## config.mk

```make
export PLATFORM = sky130hd
export DESIGN_NAME = sdc_compressor
export DESIGN_NICKNAME = d
export VERILOG_FILES = /design/src/rtl/sdc_pkg.sv /design/src/rtl/sdc_dict.sv /design/src/rtl/sdc_encoder.sv /design/src/rtl/sdc_decoder.sv /design/src/rtl/sdc_compressor.sv
export SDC_FILE = /design/constraint.sdc
export NUM_CORES = 2
export LEC_CHECK = 0
export CAP_MARGIN = 20
export CORE_AREA = 2 2 515 517
export DETAILED_ROUTE_END_ITERATION = 16
export DIE_AREA = 0 0 517 519
export DONT_BUFFER_PORTS = 1
export MAX_ROUTING_LAYER = met4
export PLACE_DENSITY_LB_ADDON = 0.05
export SYNTH_ARGS = -nofsm -noshare
export SYNTH_HDL_FRONTEND = slang
export SYNTH_SLANG_ARGS = --single-unit
```

## constraint.sdc

```tcl
create_clock -name clk -period 15.2 [get_ports clk]
set_input_delay 4.56 -clock clk [delete_from_list [all_inputs] [get_ports clk]]
set_output_delay 4.56 -clock clk [all_outputs]
set_load 0.005 [all_outputs]
```

## src/rtl/sdc_pkg.sv

```systemverilog
package sdc_pkg;
  localparam int CHUNK_W_DEF   = 32;
  localparam int BLK_CHUNK_DEF = 16;
  localparam int GRP_BLK_DEF   = 4;
  localparam int DICT_DEF      = 8;

  typedef enum logic [0:0] {
    ST_COLLECT = 1'b0,
    ST_DONE    = 1'b1
  } enc_state_e;
endpackage

```

## src/rtl/sdc_dict.sv

```systemverilog
module sdc_dict #(
  parameter int CW    = sdc_pkg::CHUNK_W_DEF,
  parameter int DEPTH = sdc_pkg::DICT_DEF
) (
  input  logic                   clk,
  input  logic                   rst_n,
  input  logic                   clr,
  input  logic                   app,
  input  logic [CW-1:0]          look_data,
  output logic                   hit,
  output logic [$clog2(DEPTH)-1:0] hit_idx,
  output logic                   full,
  output logic [$clog2(DEPTH+1)-1:0] count,
  output logic [DEPTH*CW-1:0]    entries
);
  localparam int IDX_W = $clog2(DEPTH);
  localparam int CNT_W = $clog2(DEPTH+1);

  logic [CW-1:0]    ent_q [DEPTH];
  logic [DEPTH-1:0] match;

  for (genvar i = 0; i < DEPTH; i++) begin : g_slot
    assign entries[i*CW +: CW] = ent_q[i];
    assign match[i] = (CNT_W'(i) < count) && (ent_q[i] == look_data);
  end

  assign hit  = |match;
  assign full = (count == CNT_W'(DEPTH));

  always_comb begin
    hit_idx = '0;
    for (int i = DEPTH-1; i >= 0; i--) begin
      if (match[i]) hit_idx = IDX_W'(i);
    end
  end

  always_ff @(posedge clk) begin
    if (!rst_n || clr) begin
      count <= '0;
      for (int i = 0; i < DEPTH; i++) ent_q[i] <= '0;
    end else if (app && !full) begin
      ent_q[count[IDX_W-1:0]] <= look_data;
      count <= count + 1'b1;
    end
  end

  // the dictionary grows by at most one entry per cycle, or empties
  a_r2_one_step: assert property (@(posedge clk) disable iff (!rst_n)
    (count != $past(count)) |-> ((count == $past(count) + 1'b1) || (count == '0)));
endmodule

```

## src/rtl/sdc_encoder.sv

```systemverilog
module sdc_encoder #(
  parameter int CW    = sdc_pkg::CHUNK_W_DEF,
  parameter int CPB   = sdc_pkg::BLK_CHUNK_DEF,
  parameter int MAXB  = sdc_pkg::GRP_BLK_DEF,
  parameter int DEPTH = sdc_pkg::DICT_DEF
) (
  input  logic                          clk,
  input  logic                          rst_n,
  input  logic                          in_valid,
  output logic                          in_ready,
  input  logic [CW-1:0]                 in_chunk,
  input  logic                          in_last,
  output logic                          out_valid,
  input  logic                          out_ready,
  output logic                          misfit,
  output logic [$clog2(MAXB+1)-1:0]     nblk,
  output logic [$clog2(DEPTH+1)-1:0]    dict_cnt,
  output logic [DEPTH*CW-1:0]           dict_flat,
  output logic [CPB*MAXB*$clog2(DEPTH)-1:0] idx_flat
);
  import sdc_pkg::*;
  localparam int MAX_CH = CPB*MAXB;
  localparam int IDX_W  = $clog2(DEPTH);
  localparam int CC_W   = $clog2(MAX_CH+1);
  localparam int BC_W   = $clog2(MAXB+1);

  enc_state_e       st;
  logic [CC_W-1:0]  cnt;
  logic [IDX_W-1:0] idx_q [MAX_CH];
  logic             acc, done_hs, too_many, hit, full, app;
  logic [IDX_W-1:0] hit_idx, wr_idx;
  logic [CC_W-1:0]  cnt_inc;
  logic [BC_W-1:0]  blk_seen;

  assign in_ready  = (st == ST_COLLECT);
  assign out_valid = (st == ST_DONE);
  assign acc       = in_valid && in_ready;
  assign done_hs   = out_valid && out_ready;
  assign too_many  = (cnt >= CC_W'(MAX_CH));
  assign app       = acc && !hit && !too_many && !misfit;
  assign wr_idx    = hit ? hit_idx : dict_cnt[IDX_W-1:0];
  assign cnt_inc   = too_many ? cnt : cnt + 1'b1;

  always_comb begin
    int seen;
    seen     = (int'(cnt_inc) + CPB - 1) / CPB;
    blk_seen = BC_W'(seen);
  end

  sdc_dict #(.CW(CW), .DEPTH(DEPTH)) i_dict (
    .clk       (clk),
    .rst_n     (rst_n),
    .clr       (done_hs),
    .app       (app),
    .look_data (in_chunk),
    .hit       (hit),
    .hit_idx   (hit_idx),
    .full      (full),
    .count     (dict_cnt),
    .entries   (dict_flat)
  );

  for (genvar c = 0; c < MAX_CH; c++) begin : g_idx
    assign idx_flat[c*IDX_W +: IDX_W] = idx_q[c];
  end

  always_ff @(posedge clk) begin
    if (!rst_n || done_hs) begin
      st     <= ST_COLLECT;
      cnt    <= '0;
      misfit <= 1'b0;
      nblk   <= '0;
      for (int c = 0; c < MAX_CH; c++) idx_q[c] <= '0;
    end else if (acc) begin
      if (!too_many) idx_q[cnt[CC_W-2:0]] <= wr_idx;
      cnt <= cnt_inc;
      if (too_many || (!hit && full)) misfit <= 1'b1;
      if (in_last) begin
        st   <= ST_DONE;
        nblk <= blk_seen;
      end
    end
  end

  // a stalled result keeps its fields
  a_r7_hold: assert property (@(posedge clk) disable iff (!rst_n)
    (out_valid && !out_ready) |=> (out_valid && $stable(dict_cnt) && $stable(nblk) && $stable(misfit)));
  // the chunk position never runs past the group capacity
  a_r6_cnt_cap: assert property (@(posedge clk) disable iff (!rst_n)
    cnt <= CC_W'(MAX_CH));
  // a dictionary hit always points at a filled slot
  a_r3_hit_in_range: assert property (@(posedge clk) disable iff (!rst_n)
    (acc && hit) |-> ({1'b0, hit_idx} < dict_cnt));
endmodule

```

## src/rtl/sdc_decoder.sv

```systemverilog
module sdc_decoder #(
  parameter int CW    = sdc_pkg::CHUNK_W_DEF,
  parameter int CPB   = sdc_pkg::BLK_CHUNK_DEF,
  parameter int DEPTH = sdc_pkg::DICT_DEF
) (
  input  logic                          clk,
  input  logic                          rst_n,
  input  logic                          dec_req,
  input  logic [DEPTH*CW-1:0]           dec_dict,
  input  logic [CPB*$clog2(DEPTH)-1:0]  dec_idx,
  output logic                          dec_vld,
  output logic [CPB*CW-1:0]             dec_block
);
  localparam int IDX_W = $clog2(DEPTH);

  logic [CW-1:0] slot [DEPTH];

  for (genvar s = 0; s < DEPTH; s++) begin : g_slot
    assign slot[s] = dec_dict[s*CW +: CW];
  end

  for (genvar p = 0; p < CPB; p++) begin : g_chunk
    logic [IDX_W-1:0] sel;
    assign sel = dec_idx[p*IDX_W +: IDX_W];
    always_ff @(posedge clk) begin
      if (!rst_n) dec_block[p*CW +: CW] <= '0;
      else if (dec_req) dec_block[p*CW +: CW] <= slot[sel];
    end
  end

  always_ff @(posedge clk) begin
    if (!rst_n) dec_vld <= 1'b0;
    else        dec_vld <= dec_req;
  end

  // result one cycle after the request
  a_r8_latency: assert property (@(posedge clk) disable iff (!rst_n)
    dec_req |=> dec_vld);
  // the decoded block only changes on a request
  a_r8_hold_block: assert property (@(posedge clk) disable iff (!rst_n)
    !dec_req |=> $stable(dec_block));
endmodule

```

## src/rtl/sdc_compressor.sv

```systemverilog
module sdc_compressor #(
  parameter int CW    = sdc_pkg::CHUNK_W_DEF,
  parameter int CPB   = sdc_pkg::BLK_CHUNK_DEF,
  parameter int MAXB  = sdc_pkg::GRP_BLK_DEF,
  parameter int DEPTH = sdc_pkg::DICT_DEF
) (
  input  logic                              clk,
  input  logic                              rst_n,
  input  logic                              in_valid,
  output logic                              in_ready,
  input  logic [CW-1:0]                     in_chunk,
  input  logic                              in_last,
  output logic                              out_valid,
  input  logic                              out_ready,
  output logic                              out_fit,
  output logic [$clog2(MAXB+1)-1:0]         out_nblk,
  output logic [$clog2(DEPTH+1)-1:0]        out_dict_cnt,
  output logic [DEPTH*CW-1:0]               out_dict,
  output logic [CPB*MAXB*$clog2(DEPTH)-1:0] out_idx,
  input  logic                              dec_req,
  input  logic [DEPTH*CW-1:0]               dec_dict,
  input  logic [CPB*$clog2(DEPTH)-1:0]      dec_idx,
  output logic                              dec_vld,
  output logic [CPB*CW-1:0]                 dec_block
);
  localparam int IDX_W = $clog2(DEPTH);
  localparam int BC_W  = $clog2(MAXB+1);
  localparam int DC_W  = $clog2(DEPTH+1);

  logic                          misfit;
  logic [BC_W-1:0]               nblk;
  logic [DC_W-1:0]               dict_cnt;
  logic [DEPTH*CW-1:0]           dict_flat;
  logic [CPB*MAXB*IDX_W-1:0]     idx_flat;

  sdc_encoder #(.CW(CW), .CPB(CPB), .MAXB(MAXB), .DEPTH(DEPTH)) i_enc (
    .clk       (clk),
    .rst_n     (rst_n),
    .in_valid  (in_valid),
    .in_ready  (in_ready),
    .in_chunk  (in_chunk),
    .in_last   (in_last),
    .out_valid (out_valid),
    .out_ready (out_ready),
    .misfit    (misfit),
    .nblk      (nblk),
    .dict_cnt  (dict_cnt),
    .dict_flat (dict_flat),
    .idx_flat  (idx_flat)
  );

  assign out_fit      = !misfit;
  assign out_nblk     = misfit ? '0 : nblk;
  assign out_dict_cnt = misfit ? '0 : dict_cnt;
  assign out_dict     = misfit ? '0 : dict_flat;
  assign out_idx      = misfit ? '0 : idx_flat;

  sdc_decoder #(.CW(CW), .CPB(CPB), .DEPTH(DEPTH)) i_dec (
    .clk       (clk),
    .rst_n     (rst_n),
    .dec_req   (dec_req),
    .dec_dict  (dec_dict),
    .dec_idx   (dec_idx),
    .dec_vld   (dec_vld),
    .dec_block (dec_block)
  );

  // a fitting group reports between one and the maximum number of blocks
  a_r4_nblk_range: assert property (@(posedge clk) disable iff (!rst_n)
    (out_valid && out_fit) |-> ((out_nblk >= BC_W'(1)) && (out_nblk <= BC_W'(MAXB))));
endmodule

```

==> impl_metrics.json <==
{
  "clk_latency_ns": 0.85,
  "met1_usage": 0.373,
  "cts-resized-gates": 0,
  "cts_num_sinks": 977,
  "hold_class": "register to register",
  "drive_gt1_frac": 0.242,
  "synth_xor_area_frac": 0.0317,
  "layout.nets": 5606,
  "slew_viol_final": 459,
  "cpPeakStageDelay_ns": 0.83,
  "start_util": 0.275,
  "worst_setup_path_end_kind": "output pin",
  "netlist_area_mm2": 0.0724,
  "worstMarginPinSlew_ns": 2.91,
  "post_synth.cell_area_avg_um2": 12.1,
  "hold_depth": 1,
  "ant_nets": 0,
  "drc": 0,
  "synthFlopType": "dfxtp_1",
  "fmax_ghz": 0.122,
  "reg2reg_depth": 13,
  "path_cells": "buf_4 > buf_16 > buf_4 > nor2b_1",
  "grt-ovfl-total": 0,
  "use_met2": 0.448,
  "yosys.area_share.simple": 0.121,
  "worstReg2RegEnd": "i_enc.i_dict.ent_q[3][13]",
  "grt_pass1_vias": 52000,
  "crit_type": "register to output pin",
  "skew_ns": 0.0442,
  "cts_setup_buffers": 0,
  "synth_fa_ha_area_frac": 0.000691,
  "cts-buffers-inserted": 146,
  "hold_path_end": "i_dec.dec_block[164]",
  "power_mw": 7.92,
  "postSynthCellCount": 5974,
  "worstPathRequired_ns": 10.64,
  "finalWeightedCongestion": 0.897,
  "die_x_um": 517,
  "cts_hold_buffers": 0,
  "slew_headroom": -0.940,
  "first_iter_violations": 6034,
  "rr_startpoint": "i_enc.i_dict.count[0]",
  "dieArea_mm2": 0.268,
  "cp_max_fo": 95,
  "cellLeakagePower_nw": 31.1,
  "final_common_cell": "mux4_2",
  "final_cell_mix": "mux4_2, nand2_1, dfxtp_1, mux2i_1, o211a_1",
  "min_period_ns": 8.22,
  "syn_to_final_growth_pct": 8.29,
  "pin_count": 1313,
  "cp.arrival_ns": 3.66,
  "finalNonFillerCells": 8935,
  "grt_max_degree": 1026,
  "core_mm2": 0.263,
  "violations": "slew limit",
  "dr.pass1.iters": 5,
  "grt_pass1_wl_um": 529000,
  "critPathLaunchType": "register",
  "portBuffers": 0,
  "synthMuxAreaShare": 0.390,
  "hp-start": "i_dec.dec_block[164]",
  "use_met3": 0.110,
  "synth.distinct_cells": 57,
  "num_vias": 53500,
  "drt-vias-per-instance": 5.99,
  "hold_violations": 0,
  "track_usage": 0.298,
  "tns_ns": 0,
  "synth_edf_count": 448,
  "syn-num-nets": 6320,
  "core.rowCount": 189,
  "post_drt_wl_per_cell_um": 45.0,
  "yosysWarnings": 0,
  "ys_seq_area_frac": 0.332,
  "synth_top_family_by_area": "multiplexers",
  "setup_violations": 0,
  "ys_ff_latch": 977,
  "dp_hpwl_um": 274000,
  "antenna_found_initial": 47,
  "cts_tree": "built",
  "path_common_cell": "buf_4",
  "slowest_stage": "buf_4",
  "status": "complete, but fails checks",
  "async_flop_share": 0,
  "finalCritPeriodShare": 0.541,
  "cts_max_level": 4,
  "synth_compound_area_frac": 0.0737,
  "grt-busiest-layer": "met2",
  "max-vdd-ir-drop_uv": 78.7,
  "placed_cells_incl_taps": 8641,
  "cts_root_buffer": "clkbuf_16",
  "path_clk_slew_ns": 0.06,
  "routed_wl_um": 402000,
  "clk_path_buf_depth": 4,
  "max_cap_violations": 0,
  "reg2reg_slack_ns": 10.21,
  "die_h_um": 519,
  "p_per_area_mw_per_mm2": 101,
  "rsz0062_at_grt": "false"
}
[Yosys cell counts (8+ instances only)]
master | n | share of area
nand2_1 | 666 | 0.035
and3_1 | 12 | 0.0010
o211a_1 | 512 | 0.071
xor2_1 | 71 | 0.0086
nor3_1 | 18 | 0.0012
clkbuf_1 | 638 | 0.033
nand2b_1 | 8 | 0.00069
buf_6 | 12 | 0.0019
buf_4 | 54 | 0.0056
edfxtp_1 | 448 | 0.19
inv_1 | 12 | 0.00062
xnor2_1 | 191 | 0.023
nand3_1 | 10 | 0.00069
and2_1 | 257 | 0.022
mux2i_1 | 514 | 0.071
dfxtp_1 | 529 | 0.15
nand4_1 | 44 | 0.0038
buf_1 | 183 | 0.0095
nor2_1 | 217 | 0.011
nor4_1 | 26 | 0.0022
a21oi_1 | 10 | 0.00069
buf_2 | 11 | 0.00076
nor2b_1 | 452 | 0.039
mux4_2 | 1024 | 0.32
[worst max-delay path, delay by kind of cell, from the launching register on]
| kind | cells | cell delay (ns) |
|---|---|---|
| buffers and inverters | 3 | 1.55 |
| DFF | 1 | 0.80 |
| and+or+nand+nor | 1 | 0.34 |
[registers in the layout, summed over array words and instances (netlist names)]
register / flops
i_dec.dec_block: 512
i_enc.i_dict.ent_q: 256
i_enc.nblk: 3
i_dec.dec_vld: 1
i_enc.idx_q: 192
i_enc.out_valid: 1
i_enc.cnt: 7
i_enc.misfit: 1
i_enc.i_dict.count: 4
[cell type report]
cell class,instances,area [um2]
Clock inverter,68,793
Inverter,13,48.8
Sequential cell,977,24000
Antenna cell,39,97.6
Clock buffer,183,3940
Multi-Input combinational cell,4086,44700
Fill cell,26900,185000
Tap cell,3533,4420
Timing Repair Buffer,36,360
[routing by layer]
metal / vias up / wire (um) / part of all wire
met5: - / 0 / 0
met4: 0 / 13100 / 0.033
met3: 455 / 45400 / 0.11
met2: 2851 / 182000 / 0.45
met1: 29000 / 162000 / 0.40
li1: 21200 / - / -
[stage by stage]
stage / worst slack [ns] / util / cell area (um2) / hold slack [ns]
after floorplan: 6.59 / - / 72400 / 0.427
after global placement: 6.52 / 0.279 / 73500 / 0.494
after detailed placement: 6.79 / 0.279 / 73500 / 0.495
after CTS: 6.54 / 0.297 / 78200 / 0.509
after global routing: 6.72 / 0.297 / 78400 / 0.518
final: 6.98 / 0.298 / 78400 / 0.506
[worst max path at each step]
stage                     slack [ns]    startpoint                        end  cells past startpoint
after floorplan                 6.59  in_chunk[19]   i_enc.i_dict.ent_q[5][0]                     11
after global placement          6.52  in_chunk[13]  i_enc.i_dict.ent_q[3][19]                     11
after detailed placement        6.79   in_chunk[6]  i_enc.i_dict.ent_q[3][19]                     11
after CTS                       6.54  i_enc.misfit                 out_idx[9]                      3
after global routing            6.72  i_enc.misfit                out_idx[57]                      4
final                           6.98  i_enc.misfit                out_idx[57]                      4
[where the power goes]
part	switching, mW	total [mW]	internal, mW	leakage, nW
Combinational	0.471	1.18	0.714	19.8
Clock	1.40	3.51	2.10	2.31
Sequential	0.285	3.23	2.94	9.08
[logic make-up after synthesis]
| kind of cell | after synthesis |
|---|---|
| xor gates and xnor gates | 262 |
| adders and majority gates | 4 |
| DFF | 977 |
| buffers and inverters | 911 |
| AOI/OAI and AO/OA | 543 |
| and+or+nand+nor | 1738 |
| muxes | 1539 |
Power figures use the tool's default switching activity.
